File: src/rtl/ssq_pkg.sv
package ssq_pkg;
  typedef enum logic [1:0] {
    ST_IDLE = 2'd0,
    ST_CAL  = 2'd1,
    ST_RAMP = 2'd2,
    ST_DONE = 2'd3
  } ssq_state_e;

  function automatic logic [9:0] preset_khz(input logic [2:0] code);
    case (code)
      3'd0:    return 10'd250;
      3'd1:    return 10'd300;
      3'd2:    return 10'd400;
      3'd3:    return 10'd500;
      3'd4:    return 10'd650;
      3'd5:    return 10'd750;
      3'd6:    return 10'd850;
      default: return 10'd970;
    endcase
  endfunction
endpackage

File: src/rtl/ssq_ctrl.sv
module ssq_ctrl
  import ssq_pkg::*;
#(
  parameter int CAL_CYCLES = 25000
) (
  input  logic       clk_i,
  input  logic       rst_ni,
  input  logic       go_i,
  input  logic       at_full_i,
  input  logic [2:0] freq_code_i,
  input  logic [1:0] ss_code_i,
  output ssq_state_e state_o,
  output logic [2:0] freq_sel_o,
  output logic [1:0] ss_sel_o
);
  localparam int CW = $clog2(CAL_CYCLES + 1);
  localparam logic [CW-1:0] CAL_LAST = CW'(CAL_CYCLES - 1);

  ssq_state_e      state_q;
  logic [CW-1:0]   cnt_q;
  logic [2:0]      fsel_q;
  logic [1:0]      ssel_q;

  always_ff @(posedge clk_i or negedge rst_ni) begin
    if (!rst_ni) begin
      state_q <= ST_IDLE;
      cnt_q   <= '0;
      fsel_q  <= '0;
      ssel_q  <= '0;
    end else if (!go_i) begin
      state_q <= ST_IDLE;
      cnt_q   <= '0;
      fsel_q  <= '0;
      ssel_q  <= '0;
    end else begin
      case (state_q)
        ST_IDLE: begin
          state_q <= ST_CAL;
          cnt_q   <= '0;
        end
        ST_CAL: begin
          if (cnt_q == CAL_LAST) begin
            state_q <= ST_RAMP;
            fsel_q  <= freq_code_i;   // one-time capture
            ssel_q  <= ss_code_i;
          end else begin
            cnt_q <= cnt_q + 1'b1;
          end
        end
        ST_RAMP: if (at_full_i) state_q <= ST_DONE;
        default: state_q <= ST_DONE;
      endcase
    end
  end

  assign state_o    = state_q;
  assign freq_sel_o = fsel_q;
  assign ss_sel_o   = ssel_q;
endmodule

File: src/rtl/ssq_ramp.sv
module ssq_ramp #(
  parameter int REF_W     = 10,
  parameter int STEP_BASE = 68
) (
  input  logic             clk_i,
  input  logic             rst_ni,
  input  logic             hold_i,
  input  logic             run_i,
  input  logic [1:0]       ss_sel_i,
  output logic [REF_W-1:0] ref_o,
  output logic             at_full_o
);
  localparam int PW = $clog2(STEP_BASE * 8 + 1);
  localparam logic [REF_W-1:0] FULL = {REF_W{1'b1}};

  logic [PW-1:0]    pre_q;
  logic [PW-1:0]    step_last;
  logic [REF_W-1:0] ref_q;

  // doubling presets: period = STEP_BASE << sel
  assign step_last = (PW'(STEP_BASE) << ss_sel_i) - 1'b1;

  always_ff @(posedge clk_i or negedge rst_ni) begin
    if (!rst_ni) begin
      pre_q <= '0;
      ref_q <= '0;
    end else if (!hold_i) begin
      pre_q <= '0;
      ref_q <= '0;
    end else if (run_i && ref_q != FULL) begin
      if (pre_q == step_last) begin
        pre_q <= '0;
        ref_q <= ref_q + 1'b1;
      end else begin
        pre_q <= pre_q + 1'b1;
      end
    end
  end

  assign ref_o     = ref_q;
  assign at_full_o = (ref_q == FULL);
endmodule

File: src/rtl/ssq_mode.sv
module ssq_mode (
  input  logic clk_i,
  input  logic rst_ni,
  input  logic active_i,
  input  logic mode_i,
  output logic fccm_o
);
  logic fccm_q;

  always_ff @(posedge clk_i or negedge rst_ni) begin
    if (!rst_ni)       fccm_q <= 1'b0;
    else if (active_i) fccm_q <= mode_i;
    else               fccm_q <= 1'b0;
  end

  assign fccm_o = fccm_q;
endmodule

File: src/rtl/startup_seq.sv
module startup_seq
  import ssq_pkg::*;
#(
  parameter int CAL_CYCLES     = 25000,
  parameter int REF_W          = 10,
  parameter int SS_BASE_CYCLES = 70000
) (
  input  logic             clk_i,
  input  logic             rst_ni,
  input  logic             en_i,
  input  logic             vreg_ok_i,
  input  logic [2:0]       freq_code_i,
  input  logic [1:0]       ss_code_i,
  input  logic             mode_i,
  output logic [REF_W-1:0] ref_o,
  output logic             sw_en_o,
  output logic [2:0]       freq_sel_o,
  output logic [9:0]       freq_khz_o,
  output logic [1:0]       ss_sel_o,
  output logic             fccm_o,
  output logic             ss_done_o
);
  localparam int FULL_CNT  = (1 << REF_W) - 1;
  localparam int STEP_RAW  = SS_BASE_CYCLES / FULL_CNT;
  localparam int STEP_BASE = (STEP_RAW < 1) ? 1 : STEP_RAW;

  ssq_state_e state;
  logic       go, active, at_full;

  assign go     = en_i & vreg_ok_i;
  assign active = go & ((state == ST_RAMP) | (state == ST_DONE));

  ssq_ctrl #(.CAL_CYCLES(CAL_CYCLES)) u_ctrl (
    .clk_i       (clk_i),
    .rst_ni      (rst_ni),
    .go_i        (go),
    .at_full_i   (at_full),
    .freq_code_i (freq_code_i),
    .ss_code_i   (ss_code_i),
    .state_o     (state),
    .freq_sel_o  (freq_sel_o),
    .ss_sel_o    (ss_sel_o)
  );

  ssq_ramp #(.REF_W(REF_W), .STEP_BASE(STEP_BASE)) u_ramp (
    .clk_i     (clk_i),
    .rst_ni    (rst_ni),
    .hold_i    (active),
    .run_i     (state == ST_RAMP),
    .ss_sel_i  (ss_sel_o),
    .ref_o     (ref_o),
    .at_full_o (at_full)
  );

  ssq_mode u_mode (
    .clk_i    (clk_i),
    .rst_ni   (rst_ni),
    .active_i (active),
    .mode_i   (mode_i),
    .fccm_o   (fccm_o)
  );

  assign sw_en_o    = (state == ST_RAMP) | (state == ST_DONE);
  assign ss_done_o  = (state == ST_DONE);
  assign freq_khz_o = preset_khz(freq_sel_o);
endmodule

File: config.mk
export PLATFORM = sky130hd
export DESIGN_NAME = startup_seq
export DESIGN_NICKNAME = d
export VERILOG_FILES = /design/src/rtl/ssq_pkg.sv /design/src/rtl/ssq_ctrl.sv /design/src/rtl/ssq_ramp.sv /design/src/rtl/ssq_mode.sv /design/src/rtl/startup_seq.sv
export SDC_FILE = /design/constraint.sdc
export NUM_CORES = 1
export LEC_CHECK = 0
export CORE_UTILIZATION = 61
export CTS_BUF_LIST = sky130_fd_sc_hd__clkbuf_8
export CTS_CLUSTER_DIAMETER = 150
export CTS_CLUSTER_SIZE = 20
export DETAILED_ROUTE_END_ITERATION = 6
export PLACE_DENSITY = 0.95
export SYNTH_ARGS = -nofsm -noshare
export SYNTH_HDL_FRONTEND = slang
export SYNTH_SLANG_ARGS = --single-unit
File: constraint.sdc
create_clock -name clk_i -period 6.1 [get_ports clk_i]
set_input_delay 0.915 -clock clk_i [delete_from_list [all_inputs] [get_ports clk_i]]
set_output_delay 0.915 -clock clk_i [all_outputs]
set_load 0.05 [all_outputs]
==> results.toml, run 1 <==
[place]
dp_hpwl_um = 4380
io_buffers = 36
gp_congestion = 0.928

[power]
power_switching_uw = 104
combPwrFrac_pct = 4.6
peakVddDrop_v = 0.000115
p_leak_uw = 0.00120
powerDensity_mw_per_mm2 = 157
p_seq_share_pct = 60.9
clkPwrFrac_pct = 34.5
finalPower_uw = 471
internal_power_uw = 368
p_sw_share_pct = 22.0

[timing]
period_share_pct = 53.9
rsz0062_at_grt = "no"
slew_headroom_pct = 19.8
period_needed_ns = 3.29
worstMarginPinSlew_ns = 1.19
final_hold_viol_count = 0
fmax_ghz = 0.304
final.setup.tns_ns = 0
maxSlewViolCount = 0
setup_viol = 0
finalClockSkew_ns = 0.00570

[cts]
cts_buffer_depth = 2
ctsResizeCount = 0
clkLatencyLatePin_ns = 0.29
clk_root_buffer_cell = "clkbuf_8"
hold_buffers = 0
cts_tree = "done"
clk_pin_slew_worst_paths_ns = 0.07
post_cts_buffers = 0
numCtsBuffers = 5
cts.htree.levels = 2
cts.sinks = 43

[setup_path]
cp_top_family = "buffers and inverters"
cp-end-kind = "primary output"
crit_required_ns = 5.18
crit_chain = "inv_1 > fa_1 > a31oi_1 > clkdlybuf4s50_1"
path_max_fanout = 10
reg2regPathDepth = 5
slowest_delay_ns = 0.82
crit_type = "flip-flop to primary output"
critPathSlowestCell = "clkdlybuf4s50_1"
path_buf_inv = 2
cp.depth = 4
cp.arrival_ns = 2.37
cp-start-kind = "flip-flop"

[floorplan]
coreArea_sq_mm = 0.00406
die_area_sq_mm = 0.00453
fp.dieH_um = 67.3
rows = 23
die_x_um = 67.3
ios = 38
initial_core_util_pct = 64.1

[global_routing]
grt_busiest_layer = "met2"
grt_overflow = 0
grt_max_degree = 44
antenna_found_initial = 0
track_usage_pct = 29.5
grt_pass1_wl_um = 10000
grtUsageMet2_pct = 47.0
grt_pass1_vias = 2147
use_met3_pct = 6.59
use_met1_pct = 40.1

[final_layout]
areaGrowthSynthToFinish_pct = 15.3
drive_above_1_share_pct = 4.75
layout.nets = 333
final_cell_mix = "dfrtp_1 (43), nand2_1 (35), clkdlybuf4s50_1 (35)"
layout_commonest_cell = "dfrtp_1"
n_antenna_cell = 0

[synthesis]
synth_cells = 292
synth_ff_type = "dfrtp_1"
syn-mean-instance-area_sq_um = 8.91
synthesis.nets = 308
synth_top_area_cell = "dfrtp_1"
synth_edf_count = 0
ys_seq_elements = 43
synthesis.area_sq_mm = 0.00260
yosys_warnings = 0
netlist-cell-type-count = 53
synth_top_cells_by_area = "dfrtp_1 (41%), nand2_1 (5.0%), nand3_1 (3.5%), o21ai_0 (3.3%), nor2_1 (2.9%)"
yosys.area.top_type_share_pct = 41.3
async_flop_share_pct = 100
yosysSeqAreaShare_pct = 41.3

[drt]
drt-initial-drc-count = 305
ant_nets = 0
wire_per_inst_um = 17.2
via_per_inst = 6.64
routed_wl_um = 6290
drtPass1Iterations = 7
remaining_drc_errors = 0
dr_total_vias = 2432

[run]
drv_cap = 0

[hold_path]
hp-class = "flip-flop to flip-flop"
holdPathStages = 1

[run_status]
status = "finished clean"
power groups by stage:
stage | logic (uW) | registers, uW | clock network [uW]
after floorplan | 8.60 | 292 | 0
after global placement | 21.2 | 292 | 0
after detailed placement | 21.8 | 292 | 0
after CTS | 21.7 | 287 | 165
after global routing | 24.0 | 287 | 175
final | 21.6 | 287 | 163
kinds of logic (layout without fill, tap and decap cells):
kind of cell | count (synthesis) | count (layout) | synth area share [%]
xor gates and xnor gates | 7 | 7 | 2.36
DFF | 43 | 43 | 41.3
adders and majority gates | 6 | 6 | 3.75
and+or+nand+nor | 127 | 127 | 25.4
buffers and inverters | 30 | 54 | 5.29
other | 1 | 1 | 0.144
AOI/OAI and AO/OA | 74 | 74 | 20.1
muxes | 4 | 4 | 1.54
sequential cells by signal (all words and copies together) (netlist names):
register,count
u_mode.fccm_o,1
u_ctrl.ss_sel_o,2
u_ctrl.state_o,2
u_ramp.ref_o,10
u_ramp.pre_q,10
u_ctrl.cnt_q,15
u_ctrl.freq_sel_o,3
area by class of cell:
type / instances / area (sq um)
Clock inverter: 1 / 3.75
Clock buffer: 5 / 68.8
Tap cell: 50 / 62.6
Fill cell: 289 / 1060
Timing Repair Buffer: 36 / 355
Sequential cell: 43 / 1080
Multi-Input combinational cell: 219 / 1390
Inverter: 12 / 45.0
routing by layer:
layer,wire [um],vias to the layer above
met2,3040,132
met4,74,0
met3,547,11
met5,0,-
li1,-,1118
met1,2640,1171
worst paths after layout:
kind | slack [ns] | to | startpoint
setup reg to reg | 3.44 | u_ctrl.cnt_q[5] | u_ctrl.state_o[0]
hold / removal | 0.54 | u_ctrl.cnt_q[11] | u_ctrl.cnt_q[11]
min in group asynchronous | 0.76 | u_ramp.ref_o[8] | rst_ni
max in group asynchronous | 4.75 | u_ctrl.ss_sel_o[1] | rst_ni
setup / recovery | 2.81 | freq_khz_o[4] | u_ctrl.freq_sel_o[1]
hold reg to reg | 0.54 | u_ctrl.cnt_q[11] | u_ctrl.cnt_q[11]
metrics by stage:
step	cells	area (sq um)	worst slack, ns	hold slack, ns	utilization (%)
2_1_floorplan	292	2600	2.93	0.464	-
3_3_place_gp	360	2930	3.01	0.484	72.2
3_5_place_dp	360	2930	2.86	0.518	72.2
4_1_cts	366	3000	2.80	0.528	73.9
5_1_grt	366	3000	2.72	0.543	73.9
6_report	366	3000	2.81	0.536	73.9
Yosys cell counts (5+ instances only):
| cell | count |
|---|---|
| o31ai_1 | 7 |
| nand4_1 | 6 |
| a22o_1 | 6 |
| inv_1 | 12 |
| and3_1 | 9 |
| clkbuf_1 | 11 |
| nor4_1 | 7 |
| nor2_1 | 20 |
| nand3_1 | 18 |
| a31oi_1 | 5 |
| a21oi_1 | 10 |
| nor2b_1 | 6 |
| nand2_1 | 35 |
| dfrtp_1 | 43 |
| o211ai_1 | 10 |
| o21ai_0 | 17 |
| xor2_1 | 5 |
Note: power is estimated with default switching activity, not from simulation.
==> run 2: changes to the inputs <==
CORE_UTILIZATION = 51   (was 61)
PLACE_DENSITY = 0.89   (was 0.95)
clock period = 3 ns   (was 6.1 ns; I/O delays follow)
==> run 2 against run 1 <==
Compared with the run above: clock-buffer cell count did not move; die area is 19% higher; critical path depth did not move; total power rose by 110%; clock skew grew 0.0021 ns; sequential power up 100%; final cell count increased by 5.5%; sequential share of layout area down 0.52 points; register-to-register slack worse by 2.8 ns.
==> results.toml, run 2 (same netlist as run 1, synthesis figures left out) <==
[timing]
final.setup.tns_ns = 0
finalClockSkew_ns = 0.00776
holdWs_ns = 0.296
worst_slack_ns = 0.179
period_share_pct = 94.0
setup_viol = 0
rsz0062_at_grt = "no"
period_needed_ns = 2.82
slew_headroom_pct = 36.2
fmax_ghz = 0.355
maxSlewViolCount = 0
final_hold_viol_count = 0
worstMarginPinSlew_ns = 0.957

[setup_path]
path_max_fanout = 9
crit_required_ns = 2.55
crit_type = "flip-flop to primary output"
cp-start-kind = "flip-flop"
crit_chain = "inv_1 > fa_1 > nand2b_1 > clkdlybuf4s50_1"
slowest_delay_ns = 0.80
path_buf_inv = 2
critPathSlowestCell = "clkdlybuf4s50_1"
cp.arrival_ns = 2.37
cp-end-kind = "primary output"
cp_top_family = "buffers and inverters"

[drt]
via_per_inst = 6.28
routed_wl_um = 5990
drt-initial-drc-count = 236
ant_nets = 0
dr_total_vias = 2426
drtPass1Iterations = 5
wire_per_inst_um = 15.5
remaining_drc_errors = 0

[final_layout]
areaGrowthSynthToFinish_pct = 17.0
drive_above_1_share_pct = 5.64
layout_commonest_cell = "dfrtp_1"
n_antenna_cell = 0
fin_cells = 386
layout.nets = 336
top_register = "u_ctrl.cnt_q"
final_cell_mix = "dfrtp_1 (43), nand2_1 (35), clkdlybuf4s50_1 (35)"
largest_register_ffs = 15

[global_routing]
track_usage_pct = 24.5
grt_pass1_wl_um = 10200
grt_max_degree = 44
antenna_found_initial = 0
grt_pass1_vias = 2200
grt_overflow = 0

[cts]
numCtsBuffers = 5
cts.htree.levels = 2
post_cts_buffers = 0
cts.sinks = 43
ctsResizeCount = 0
cts_buffer_depth = 2
clkLatencyLatePin_ns = 0.29
clk_root_buffer_cell = "clkbuf_8"
clk_pin_slew_worst_paths_ns = 0.08
cts_tree = "done"
hold_buffers = 0

[run_status]
status = "finished clean"

[place]
gp_congestion = 0.889
dp.cells = 380
dpl_worst_slack_ns = 0.507
io_buffers = 36
dp_hpwl_um = 4200

[power]
p_leak_uw = 0.00122
power_switching_uw = 220
internal_power_uw = 748
p_sw_share_pct = 22.7
clkPwrFrac_pct = 35.2
combPwrFrac_pct = 4.5
powerDensity_mw_per_mm2 = 318
finalPower_uw = 968
peakVddDrop_v = 0.000270
p_seq_share_pct = 60.2

[floorplan]
die_x_um = 73.4
initial_core_util_pct = 54.0
fp.dieH_um = 73.4
ios = 38
die_area_sq_mm = 0.00539
rows = 25
coreArea_sq_mm = 0.00482

[hold_path]
hp-class = "primary input to asynchronous set/reset pin"

[run]
drv_cap = 0
==> run 2: worst paths after layout <==
kind	to	depth (start not counted)	slack (ns)	from
max in group asynchronous	u_ctrl.cnt_q[8]	1	2.10	rst_ni
worst max register to register	u_ramp.ref_o[7]	6	0.69	u_ramp.ref_o[0]
worst max-delay path	freq_khz_o[6]	4	0.18	u_ctrl.freq_sel_o[2]
worst min register to register	u_ctrl.cnt_q[13]	1	0.51	u_ctrl.cnt_q[13]
min in group clk_i	u_ctrl.cnt_q[13]	1	0.51	u_ctrl.cnt_q[13]
worst min-delay path	u_ramp.ref_o[8]	1	0.30	rst_ni
==> run 2: cell type report <==
| type | count | area (sq um) |
|---|---|---|
| Multi-Input combinational cell | 219 | 1390 |
| Fill cell | 416 | 1770 |
| Tap cell | 67 | 83.8 |
| Sequential cell | 43 | 1080 |
| Inverter | 12 | 45.0 |
| Timing Repair Buffer | 39 | 378 |
| Clock inverter | 1 | 3.75 |
| Clock buffer | 5 | 68.8 |
==> run 2: power by group through the flow <==
| stage | sequential [uW] | clock, uW | combinational (uW) |
|---|---|---|---|
| after detailed placement | 594 | 0 | 44.3 |
| after floorplan | 594 | 0 | 17.5 |
| final | 583 | 341 | 43.7 |
| after global routing | 583 | 370 | 49.0 |
| after CTS | 583 | 346 | 44.6 |
| after global placement | 594 | 0 | 43.5 |
==> run 2: layer usage <==
layer | share of wire [%] | track usage, %
met1 | 45 | 34.0
met2 | 47 | 37.8
met3 | 7.3 | 5.21
met4 | 1.3 | 9.19
met5 | 0 | 0
==> run 2: stage by stage <==
stage | area (sq um) | utilization, %
after floorplan | 2600 | -
after global placement | 2970 | 61.7
after detailed placement | 2970 | 61.7
after CTS | 3040 | 63.2
after global routing | 3040 | 63.2
final | 3040 | 63.2
==> run 3: changes to the inputs <==
CORE_MARGIN = 2   (was default)
REMOVE_ABC_BUFFERS = 1   (was default)
==> run 3 against run 2 <==
Compared with the run above: clock skew is 0.0012 ns higher; fmax is 0.69% lower; die area is 5.5% higher; sequential cell count stayed put; worst setup slack worse by 0.019 ns; core utilization is 0.88 points higher; final cell count is 1.0% higher; largest cell class unchanged; worst hold slack worse by 0.0040 ns.
==> results.toml, run 3 (same netlist as run 1, synthesis figures left out) <==
[timing]
slew_headroom_pct = 35.9
final.setup.tns_ns = 0
finalClockSkew_ns = 0.00896
worstMarginPinSlew_ns = 0.961
rsz0062_at_grt = "no"
holdWs_ns = 0.292
maxSlewViolCount = 0
period_needed_ns = 2.84
final_hold_viol_count = 0
setup_viol = 0
worst_slack_ns = 0.160
fmax_ghz = 0.352
period_share_pct = 94.7

[setup_path]
path_max_fanout = 10
cp-end-kind = "primary output"
path_buf_inv = 2
cp.arrival_ns = 2.39
critPathSlowestCell = "clkdlybuf4s50_1"
r2r_start = "u_ramp.ref_o[0]"
crit_chain = "inv_1 > fa_1 > a31oi_1 > clkdlybuf4s50_1"
crit_required_ns = 2.55
slowest_delay_ns = 0.82
cp_top_family = "buffers and inverters"
crit_type = "flip-flop to primary output"
critPathLaunch = "u_ctrl.freq_sel_o[1]"
cp-start-kind = "flip-flop"

[global_routing]
grt_overflow = 0
grt_pass1_wl_um = 10200
grt_pass1_vias = 2243
antenna_found_initial = 0
track_usage_pct = 23.4
grt_max_degree = 44

[final_layout]
layout_commonest_cell = "dfrtp_1"
drive_above_1_share_pct = 6.81
layout.nets = 338
final_util_pct = 64.1
top_register = "u_ctrl.cnt_q"
n_antenna_cell = 0
largest_register_ffs = 15
num-fill-cells = 414
areaGrowthSynthToFinish_pct = 18.6
final_cell_mix = "dfrtp_1 (43), nand2_1 (35), clkdlybuf4s50_1 (35)"

[drt]
drtPass1Iterations = 5
ant_nets = 0
remaining_drc_errors = 0
drt-initial-drc-count = 148
routed_wl_um = 6260
wire_per_inst_um = 16.1
via_per_inst = 6.13
dr_total_vias = 2390

[floorplan]
initial_core_util_pct = 54.0
rows = 25
fp.dieH_um = 75.4
ios = 38
die_area_sq_mm = 0.00569
coreArea_sq_mm = 0.00482
die_x_um = 75.4

[place]
gp_congestion = 0.959
io_buffers = 36
dpl_worst_slack_ns = 0.491
dp_hpwl_um = 4500

[power]
finalPower_uw = 1030
p_leak_uw = 0.00124
peakVddDrop_v = 0.000289
powerDensity_mw_per_mm2 = 335

[cts]
cts.htree.levels = 2
clkLatencyLatePin_ns = 0.30
clk_root_buffer_cell = "clkbuf_8"
post_cts_buffers = 0
cts_tree = "done"
cts.sinks = 43
clk_pin_slew_worst_paths_ns = 0.08
hold_buffers = 0
numCtsBuffers = 5
ctsResizeCount = 0
cts_buffer_depth = 2

[hold_path]
hp-class = "primary input to asynchronous set/reset pin"

[run]
drv_cap = 0

[run_status]
status = "finished clean"
run 3: worst paths after layout:
| path | endpoint | slack, ns | cells after the start |
|---|---|---|---|
| setup / recovery | freq_khz_o[4] | 0.16 | 4 |
| hold / removal | u_ramp.pre_q[9] | 0.29 | 1 |
| setup reg to reg | u_ramp.ref_o[7] | 0.75 | 6 |
| hold reg to reg | u_ctrl.cnt_q[13] | 0.51 | 1 |
| max in group asynchronous | u_ctrl.cnt_q[13] | 2.11 | 1 |
| min in group clk_i | u_ctrl.cnt_q[13] | 0.51 | 1 |
run 3: per-stage QoR:
| step | area (sq um) | instances |
|---|---|---|
| final | 3090 | 390 |
| after global routing | 3090 | 390 |
| after CTS | 3090 | 390 |
| after detailed placement | 2990 | 382 |
| after global placement | 2990 | 382 |
| after floorplan | 2510 | 274 |
run 3: final cells by class:
cell class                 instances  area (sq um)  area share, %
clock buffer                       7          96.3           3.12
clock inverter                     1          3.75          0.122
inverter                          12          45.0           1.46
multi-input combinational        219          1390           45.0
sequential                        43          1080           34.9
tap                               67          83.8           2.72
timing repair buffer              41           393           12.7
run 3: power breakdown:
group	total [uW]	internal, uW	switching, uW
Combinational	44.3	15.5	28.8
Clock	408	207	201
Sequential	583	581	2.44
Total	1030	803	232
run 3: routing by layer:
metal | routed length, um | GRT usage, % | vias up | part of all wire [%]
met4 | 69 | 6.43 | 0 | 1.1
met2 | 3290 | 41.4 | 75 | 53
li1 | - | - | 1127 | -
met1 | 2600 | 28.6 | 1180 | 41
met3 | 304 | 5.56 | 8 | 4.9
met5 | 0 | 0 | - | 0
run 3: worst reg2reg max path: cells and delay by family, from the launching register on:
family                   cells  cell delay [ns]
AO/OA/AOI/OAI                3             0.71
adder cells (fa/ha/maj)      1             0.24
AND/OR/NAND/NOR              2             0.80
flip-flops                   1             0.43
